===== src/rtl/vga_scan_pkg.sv =====
package vga_scan_pkg;

  typedef enum logic [1:0] {
    PH_DISP  = 2'd0,
    PH_FRONT = 2'd1,
    PH_SYNC  = 2'd2,
    PH_BACK  = 2'd3
  } scan_phase_e;

  // Classify a count into display, front porch, sync or back porch.
  function automatic scan_phase_e phase_of(input int unsigned c,
                                           input int unsigned disp,
                                           input int unsigned front,
                                           input int unsigned sync);
    if (c < disp)                      return PH_DISP;
    else if (c < disp + front)         return PH_FRONT;
    else if (c < disp + front + sync)  return PH_SYNC;
    else                               return PH_BACK;
  endfunction

endpackage


===== src/rtl/vga_axis_counter.sv =====
module vga_axis_counter
  import vga_scan_pkg::*;
#(
  parameter int DISP  = 640,
  parameter int FRONT = 16,
  parameter int SYNC  = 96,
  parameter int BACK  = 48,
  localparam int TOTAL = DISP + FRONT + SYNC + BACK,
  localparam int CW    = $clog2(TOTAL)
) (
  input  logic          clk,
  input  logic          rst,
  input  logic          step,
  output logic [CW-1:0] count,
  output scan_phase_e   phase,
  output logic          sync_start
);

  localparam logic [CW-1:0] LAST     = CW'(TOTAL - 1);
  localparam logic [CW-1:0] PRE_SYNC = CW'(DISP + FRONT - 1);

  always_ff @(posedge clk) begin
    if (rst) begin
      count <= '0;
    end else if (step) begin
      if (count == LAST) count <= '0;
      else               count <= count + 1'b1;
    end
  end

  always_comb begin
    phase      = phase_of(32'(count), DISP, FRONT, SYNC);
    sync_start = step && (count == PRE_SYNC);
  end

  AST_CNT_BOUND: assert property (@(posedge clk) disable iff (rst)
    count <= LAST);
  AST_CNT_STEP: assert property (@(posedge clk) disable iff (rst)
    (step && count != LAST) |=> (count == $past(count) + 1'b1));
  AST_CNT_WRAP: assert property (@(posedge clk) disable iff (rst)
    (step && count == LAST) |=> (count == '0));
  AST_CNT_HOLD: assert property (@(posedge clk) disable iff (rst)
    !step |=> $stable(count));

endmodule


===== src/rtl/vga_scan_out.sv =====
module vga_scan_out
  import vga_scan_pkg::*;
#(
  parameter int HW     = 10,
  parameter int VW     = 10,
  parameter int ADDR_W = 19,
  parameter int H_DISP = 640
) (
  input  logic              clk,
  input  logic              rst,
  input  logic [HW-1:0]     h_cnt,
  input  logic [VW-1:0]     v_cnt,
  input  scan_phase_e       h_phase,
  input  scan_phase_e       v_phase,
  output logic              hsync_n,
  output logic              vsync_n,
  output logic              active,
  output logic [HW-1:0]     col,
  output logic [VW-1:0]     row,
  output logic [ADDR_W-1:0] addr
);

  localparam logic [ADDR_W-1:0] LINE_STRIDE = ADDR_W'(H_DISP);

  logic              vis_d;
  logic [ADDR_W-1:0] addr_d;

  always_comb begin
    vis_d  = (h_phase == PH_DISP) && (v_phase == PH_DISP);
    addr_d = vis_d ? (ADDR_W'(v_cnt) * LINE_STRIDE + ADDR_W'(h_cnt)) : '0;
  end

  always_ff @(posedge clk) begin
    if (rst) begin
      hsync_n <= 1'b1;
      vsync_n <= 1'b1;
      active  <= 1'b0;
      col     <= '0;
      row     <= '0;
      addr    <= '0;
    end else begin
      hsync_n <= (h_phase != PH_SYNC);
      vsync_n <= (v_phase != PH_SYNC);
      active  <= vis_d;
      col     <= h_cnt;
      row     <= v_cnt;
      addr    <= addr_d;
    end
  end

  AST_ADDR_IDLE: assert property (@(posedge clk) disable iff (rst)
    !active |-> (addr == '0));
  AST_SYNC_BLANK: assert property (@(posedge clk) disable iff (rst)
    (!hsync_n || !vsync_n) |-> !active);
  AST_HS_HOLD: assert property (@(posedge clk) disable iff (rst)
    $fell(hsync_n) |=> !hsync_n);
  AST_ACTIVE_COL: assert property (@(posedge clk) disable iff (rst)
    active |-> (col < HW'(H_DISP)));

endmodule


===== src/rtl/vga_scan_gen.sv =====
module vga_scan_gen
  import vga_scan_pkg::*;
#(
  parameter int H_DISP  = 640,
  parameter int H_FRONT = 16,
  parameter int H_SYNC  = 96,
  parameter int H_BACK  = 48,
  parameter int V_DISP  = 480,
  parameter int V_FRONT = 10,
  parameter int V_SYNC  = 2,
  parameter int V_BACK  = 29,
  localparam int HW     = $clog2(H_DISP + H_FRONT + H_SYNC + H_BACK),
  localparam int VW     = $clog2(V_DISP + V_FRONT + V_SYNC + V_BACK),
  localparam int ADDR_W = $clog2(H_DISP * V_DISP)
) (
  input  logic              clk,
  input  logic              rst,
  output logic              hsync_n,
  output logic              vsync_n,
  output logic              active,
  output logic [HW-1:0]     col,
  output logic [VW-1:0]     row,
  output logic [ADDR_W-1:0] addr
);

  logic [HW-1:0] h_cnt;
  logic [VW-1:0] v_cnt;
  scan_phase_e   h_phase;
  scan_phase_e   v_phase;
  logic          h_sync_start;
  logic          v_sync_start;

  vga_axis_counter #(
    .DISP(H_DISP), .FRONT(H_FRONT), .SYNC(H_SYNC), .BACK(H_BACK)
  ) u_hcnt (
    .clk(clk), .rst(rst), .step(1'b1),
    .count(h_cnt), .phase(h_phase), .sync_start(h_sync_start)
  );

  // Rows advance at the onset of each horizontal sync pulse.
  vga_axis_counter #(
    .DISP(V_DISP), .FRONT(V_FRONT), .SYNC(V_SYNC), .BACK(V_BACK)
  ) u_vcnt (
    .clk(clk), .rst(rst), .step(h_sync_start),
    .count(v_cnt), .phase(v_phase), .sync_start(v_sync_start)
  );

  vga_scan_out #(
    .HW(HW), .VW(VW), .ADDR_W(ADDR_W), .H_DISP(H_DISP)
  ) u_out (
    .clk(clk), .rst(rst),
    .h_cnt(h_cnt), .v_cnt(v_cnt), .h_phase(h_phase), .v_phase(v_phase),
    .hsync_n(hsync_n), .vsync_n(vsync_n), .active(active),
    .col(col), .row(row), .addr(addr)
  );

  AST_ROW_ON_HS: assert property (@(posedge clk) disable iff (rst)
    (row != $past(row)) |-> $fell(hsync_n));
  AST_VS_AT_HS: assert property (@(posedge clk) disable iff (rst)
    $fell(vsync_n) |-> $fell(hsync_n));

endmodule


===== config.mk =====
export PLATFORM = sky130hd
export DESIGN_NAME = vga_scan_gen
export DESIGN_NICKNAME = d
export VERILOG_FILES = /design/src/rtl/vga_scan_pkg.sv /design/src/rtl/vga_axis_counter.sv /design/src/rtl/vga_scan_out.sv /design/src/rtl/vga_scan_gen.sv
export SDC_FILE = /design/constraint.sdc
export NUM_CORES = 1
export LEC_CHECK = 0
export BUFFER_PORTS_ARGS = -buffer_cell sky130_fd_sc_hd__buf_2
export CAP_MARGIN = 20
export CORE_MARGIN = 4
export CORE_UTILIZATION = 45
export DETAILED_ROUTE_END_ITERATION = 16
export MAX_ROUTING_LAYER = met4
export PLACE_DENSITY_LB_ADDON = 0.2
export RECOVER_POWER = 25
export SYNTH_ARGS = -nofsm -noshare
export SYNTH_HDL_FRONTEND = slang
export SYNTH_SLANG_ARGS = --single-unit

===== constraint.sdc =====
create_clock -name clk -period 6.2 [get_ports clk]
set_input_delay 0 -clock clk [delete_from_list [all_inputs] [get_ports clk]]
set_output_delay 0 -clock clk [all_outputs]
set_load 0.02 [all_outputs]

==> results of run 1 <==
==> kinds of logic (layout without fill, tap and decap cells) <==
logic type,count (synthesis),count (layout),synth area share (%)
and+or+nand+nor,111,111,21.8
DFF,62,62,46.3
AOI/OAI and AO/OA,32,32,8.64
xor gates and xnor gates,27,27,8.83
adders and majority gates,24,24,11.8
buffers and inverters,15,69,2.24
muxes,1,1,0.374
==> per-layer routing <==
metal,vias up,share of wire [%],global-route usage (%)
met2,44,42,21.9
met4,0,1.5,6.91
met5,-,0,-
met1,903,51,20.8
met3,7,5.2,3.79
li1,1040,-,-
==> sequential cells by signal, indices dropped and copies added, names as in the netlist <==
signal / flops
u_out.active: 1
u_hcnt.count: 10
u_out.addr: 19
u_out.vsync_n: 1
u_out.col: 10
u_out.row: 10
u_out.hsync_n: 1
u_vcnt.count: 10
==> stage by stage <==
stage	total power (uW)	std cells	hold slack (ns)	worst slack [ns]	cell area, sq um
final	720	398	0.105	3.02	3110
after global routing	750	398	0.118	2.85	3110
after CTS	728	398	0.0956	3.02	3130
after detailed placement	432	382	0.415	3.03	2960
after global placement	432	382	0.416	3.08	2960
after floorplan	426	272	0.0716	3.20	2680
==> Yosys cell counts (5+ instances only) <==
cell type   n
xor2_1     17
o21ai_0     6
a21oi_1     5
nor3_1      7
dfxtp_1    62
nand4_1     7
and2_1      9
nor2b_1    18
xnor2_1    10
nand3_1    10
nor2_1     41
ha_1       22
inv_1       9
==> final timing paths <==
kind	from	cells past startpoint	slack, ns	endpoint
setup reg to reg	u_vcnt.count[1]	8	3.02	u_out.addr[18]
hold reg to reg	u_hcnt.count[0]	1	0.50	u_hcnt.count[0]
hold / removal	rst	2	0.10	u_out.row[1]
setup / recovery	u_vcnt.count[1]	8	3.02	u_out.addr[18]
==> power by group through the flow <==
stage               registers (uW)  logic, uW  clock network (uW)
finish                         405       17.3                 297
global route                   406       19.4                 325
CTS                            405       17.9                 305
detailed placement             414       17.8                   0
global placement               414       17.6                   0
floorplan                      417       9.53                   0
==> final cells by class <==
type	instances	area, sq um
tap	72	90.1
multi-input combinational	195	1380
clock inverter	5	36.3
sequential	62	1240
fill	525	2530
clock buffer	11	131
inverter	10	37.5
timing repair buffer	43	199
==> placed cells by master, fill, tap and decap left out, types with 3 or more instances in the layout <==
master / instances
nand4_1: 7
clkbuf_1: 15
a21oi_1: 5
nand2_1: 4
nor2_1: 41
a21o_1: 3
clkinv_4: 3
a211oi_1: 3
buf_2: 30
inv_1: 9
o21ai_0: 6
xor2_1: 17
nand3_1: 10
dfxtp_1: 62
xnor2_1: 10
and2_1: 9
nor2b_1: 18
clkbuf_8: 9
ha_1: 22
nor3_1: 7
==> metrics.yaml, run 1 <==
io_pins: 44
yosysWarnings: 0
worstHoldPathType: "primary input to register"
synth_cell_types: 43
ys_seq_area_share_pct: 46.3
wl_mm: 5.20
path_common_cell: "ha_1"
max_stage_delay_ns: 0.52
hold_viol: 0
synthFlopType: "dfxtp_1"
drive_gt1_share_pct: 16.3
cp_top_family: "simple AND/OR/NAND/NOR gates"
async_reset_ff_share_pct: 0
post-cts-setup-buffer-count: 0
vias: 1994
syn_inst: 272
cts_tree: "yes"
p_sw_uw: 167
power_frac_clock_pct: 41.3
grt_pass1_wl_mm: 8.76
finalSetupTns_ns: 0
gp_congestion: 0.830
die_height_um: 85.2
drtIter0Drc: 80
drv_slew: 0
ys_top_cells_by_area: "dfxtp_1 46%, ha_1 10%, nor2_1 5.7%"
antenna_found_initial: 0
fin_crit_ns: 3.18
syn_nets: 298
cp.required_ns: 6.46
arrival_ns: 3.44
clk_pin_slew_ns: 0.07
max_freq_mhz: 315
synth_edf_count: 0
cp-start-kind: "register"
grt_usage_pct: 15.5
end_kind: "register"
critPathMaxFanout: 10
slowest_stage: "dfxtp_1"
io_buffers: 43
fp.dieW_um: 85.2
crit_type: "register to register"
rows: 27
synth_top_area_share_pct: 46.3
synth_area_leader_cell: "dfxtp_1"
drv_cap: 0
diodes: 0
dpl.hpwl_mm: 3.73
first_global_vias: 1888
path_cells: "ha_1 > ha_1 > fa_1 > a211oi_1 > o21ai_2 > or4_4 > or4_1 > a21oi_1"
outcome: "finished, final reports clean"
relSlewSlack_pct: 68.6
fin_nets: 347
synthesis.area_sq_um: 2680
path_buf_inv: 0
combPwrFrac_pct: 2.4
rsz0062_at_grt: "false"
power_frac_seq_pct: 56.3
postRouteAntennaNets: 0
intPower_uw: 553
peakVddDrop_mv: 0.118
synth.avg_cell_area_sq_um: 9.85
hold_buffers: 0
grt-ovfl-total: 0
numCtsBuffers: 9
area_growth_pct: 16.2
cts.sinks: 62
wire_per_inst_um: 13.1
cts_resized: 0
clk_latency_ns: 0.33
cts-root-buf: "clkbuf_8"
grt_max_degree: 26
vias_per_cell: 5.01
htree_levels: 3
sw_frac_of_total_pct: 23.2
drt_pass1_iterations: 4
start_util_pct: 47.5
core_sq_um: 5640
cellLeakagePower_uw: 0.00138
power_density_nw_per_um2: 231
ys_seq_elements: 62
dieArea_sq_um: 7250
min_period_over_period_pct: 51.2
drcViolationCount: 0
final_util_pct: 55.2
tightest_slew_ns: 0.459
fin_skew_ns: 0.0104
clockBufferDepth: 2
setup_viol: 0
(Power assumes the default switching activity.)
==> run 2, diff against run 1 <==
Clock period 6.2 ns to 3 ns, I/O delays scaled along.
==> metrics.yaml, run 2 (same netlist as run 1, synthesis figures left out) <==
mostFrequentLayoutCells: "59 x dfxtp_1, 41 x nor2_1, 31 x buf_2, 21 x ha_1, 18 x nor2b_1"
wire_per_inst_um: 13.1  # about the same
power_density_nw_per_um2: 518  # +120%
grt-ovfl-total: 0  # unchanged
drive_gt1_share_pct: 19.2  # +3.0 points
gp_congestion: 0.785  # -5.4%
hold_viol: 0  # unchanged
largest_reg_flops: 19  # unchanged
finalSetupTns_ns: 0  # unchanged
cts-root-buf: "clkbuf_8"
outcome: "finished, final reports clean"
io_buffers: 43  # unchanged
area_growth_pct: 20.4
grt_pass1_wl_mm: 8.96  # +2.3%
rsz0062_at_grt: "false"
dpl.hpwl_mm: 3.74  # +0.20%
cts_tree: "yes"
layoutNonFillerInstCount: 405  # +1.8%
drv_slew: 0  # unchanged
cp-start-kind: "register"
clk_pin_slew_ns: 0.07  # about the same
dp.cells: 390  # +2.1%
cts.sinks: 62  # unchanged
vias: 2023  # +1.5%
grt_usage_pct: 16.0  # +0.58 points
antenna_found_initial: 0  # unchanged
worstHoldPathType: "primary input to register"
fin_nets: 355  # +2.3%
die_height_um: 85.2  # unchanged
min_period_over_period_pct: 94.8  # +44 points
postRouteAntennaNets: 0  # unchanged
tightest_slew_ns: 0.475  # +0.0161 ns
critPathMaxFanout: 3  # -7
peakVddDrop_mv: 0.297  # +150%
fin_crit_ns: 2.84  # -0.333 ns
start_util_pct: 47.5  # unchanged
fin_hold_ws_ns: 0.0919  # -0.0127 ns
clockBufferDepth: 2  # unchanged
vias_per_cell: 5.00  # -0.30%
core_sq_um: 5640  # unchanged
grt_max_degree: 26  # unchanged
dieArea_sq_um: 7250  # unchanged
relSlewSlack_pct: 67.5  # -1.1 points
drv_cap: 0  # unchanged
arrival_ns: 3.11  # -0.33 ns
drcViolationCount: 0  # unchanged
fp.dieW_um: 85.2  # unchanged
max_freq_mhz: 352  # +12%
stdcell_area_sq_um: 3220  # +3.6%
clk_latency_ns: 0.34  # about the same
post-cts-setup-buffer-count: 0  # unchanged
layout_commonest_cell: "dfxtp_1"
total_power_uw: 1670  # +130%
placed_cell_area_sq_um: 3020  # +2.0%
fin_skew_ns: 0.00731  # -0.00309 ns
drt_pass1_iterations: 4  # unchanged
htree_levels: 3  # unchanged
first_global_vias: 1904  # +0.85%
crit_type: "register to register"
top_register: "u_out.addr"
setup_viol: 0  # unchanged
wl_mm: 5.30  # +1.8%
io_pins: 44  # unchanged
diodes: 0  # unchanged
cp.required_ns: 3.27  # -3.19 ns
drtIter0Drc: 95  # +19%
rows: 27  # unchanged
end_kind: "register"
cellLeakagePower_uw: 0.00144  # +3.7%
numCtsBuffers: 9  # unchanged
run 2: cell count changes in the layout (fill, tap and decap cells not counted), sizes merged:
cell	previous run	this run
clkbuf	24	26
bufinv	0	2
buf	30	37
clkinv	5	1
run 2: critical path, stage by stage (launching register included):
cell	delay (ns)
dfxtp_1	0.31
ha_1	0.29
ha_1	0.24
fa_1	0.42
a211oi_2	0.29
o21ai_2	0.11
or4_4	0.50
or4_1	0.48
a21oi_1	0.13
run 2: through the flow:
stage	utilization [%]	setup slack (ns)
after floorplan	-	0.00391
after global placement	53.6	0.0882
after detailed placement	53.6	0.0146
after CTS	57.4	0.0966
after global routing	57.2	0.0159
final	57.2	0.157
run 2: area by class of cell:
class                      count  area (sq um)
fill                         496          2420
multi-input combinational    195          1390
sequential                    62          1240
timing repair buffer          51           253
clock buffer                  12           145
tap                           72          90.1
clock inverter                 3          68.8
inverter                      10          37.5
run 2: layer usage:
layer | vias up | track usage, % | share of wire [%] | wire length, um
met5 | - | - | 0 | 0
met4 | 0 | 6.91 | 1.8 | 95
met3 | 12 | 5.15 | 6.5 | 346
met2 | 47 | 22.1 | 42 | 2240
met1 | 916 | 21.4 | 49 | 2620
li1 | 1048 | - | - | -
run 2: report_power, final:
part	internal, uW	total, uW	switching [uW]	leakage, uW
sequential	831	837	5.85	0.000503
combinational	10.5	35.6	25.1	0.000828
clock	488	798	310	0.000107
total	1330	1670	340	0.00144
run 2: final timing paths:
kind                         from               to  slack, ns  depth (start not counted)
setup / recovery  u_vcnt.count[1]   u_out.addr[18]       0.16                          8
hold / removal                rst     u_out.col[4]       0.09                          2
setup reg to reg  u_vcnt.count[1]   u_out.addr[18]       0.16                          8
hold reg to reg   u_hcnt.count[0]  u_hcnt.count[0]       0.50                          1
run 2: repair_timing:
| item | 4_1_cts | 5_1_grt |
|---|---|---|
| hold buffers | 0 | 0 |
| pin swaps | 0 | 1 |
| resized for setup | 1 | 4 |
| endpoints found under the setup margin | 1 | 1 |
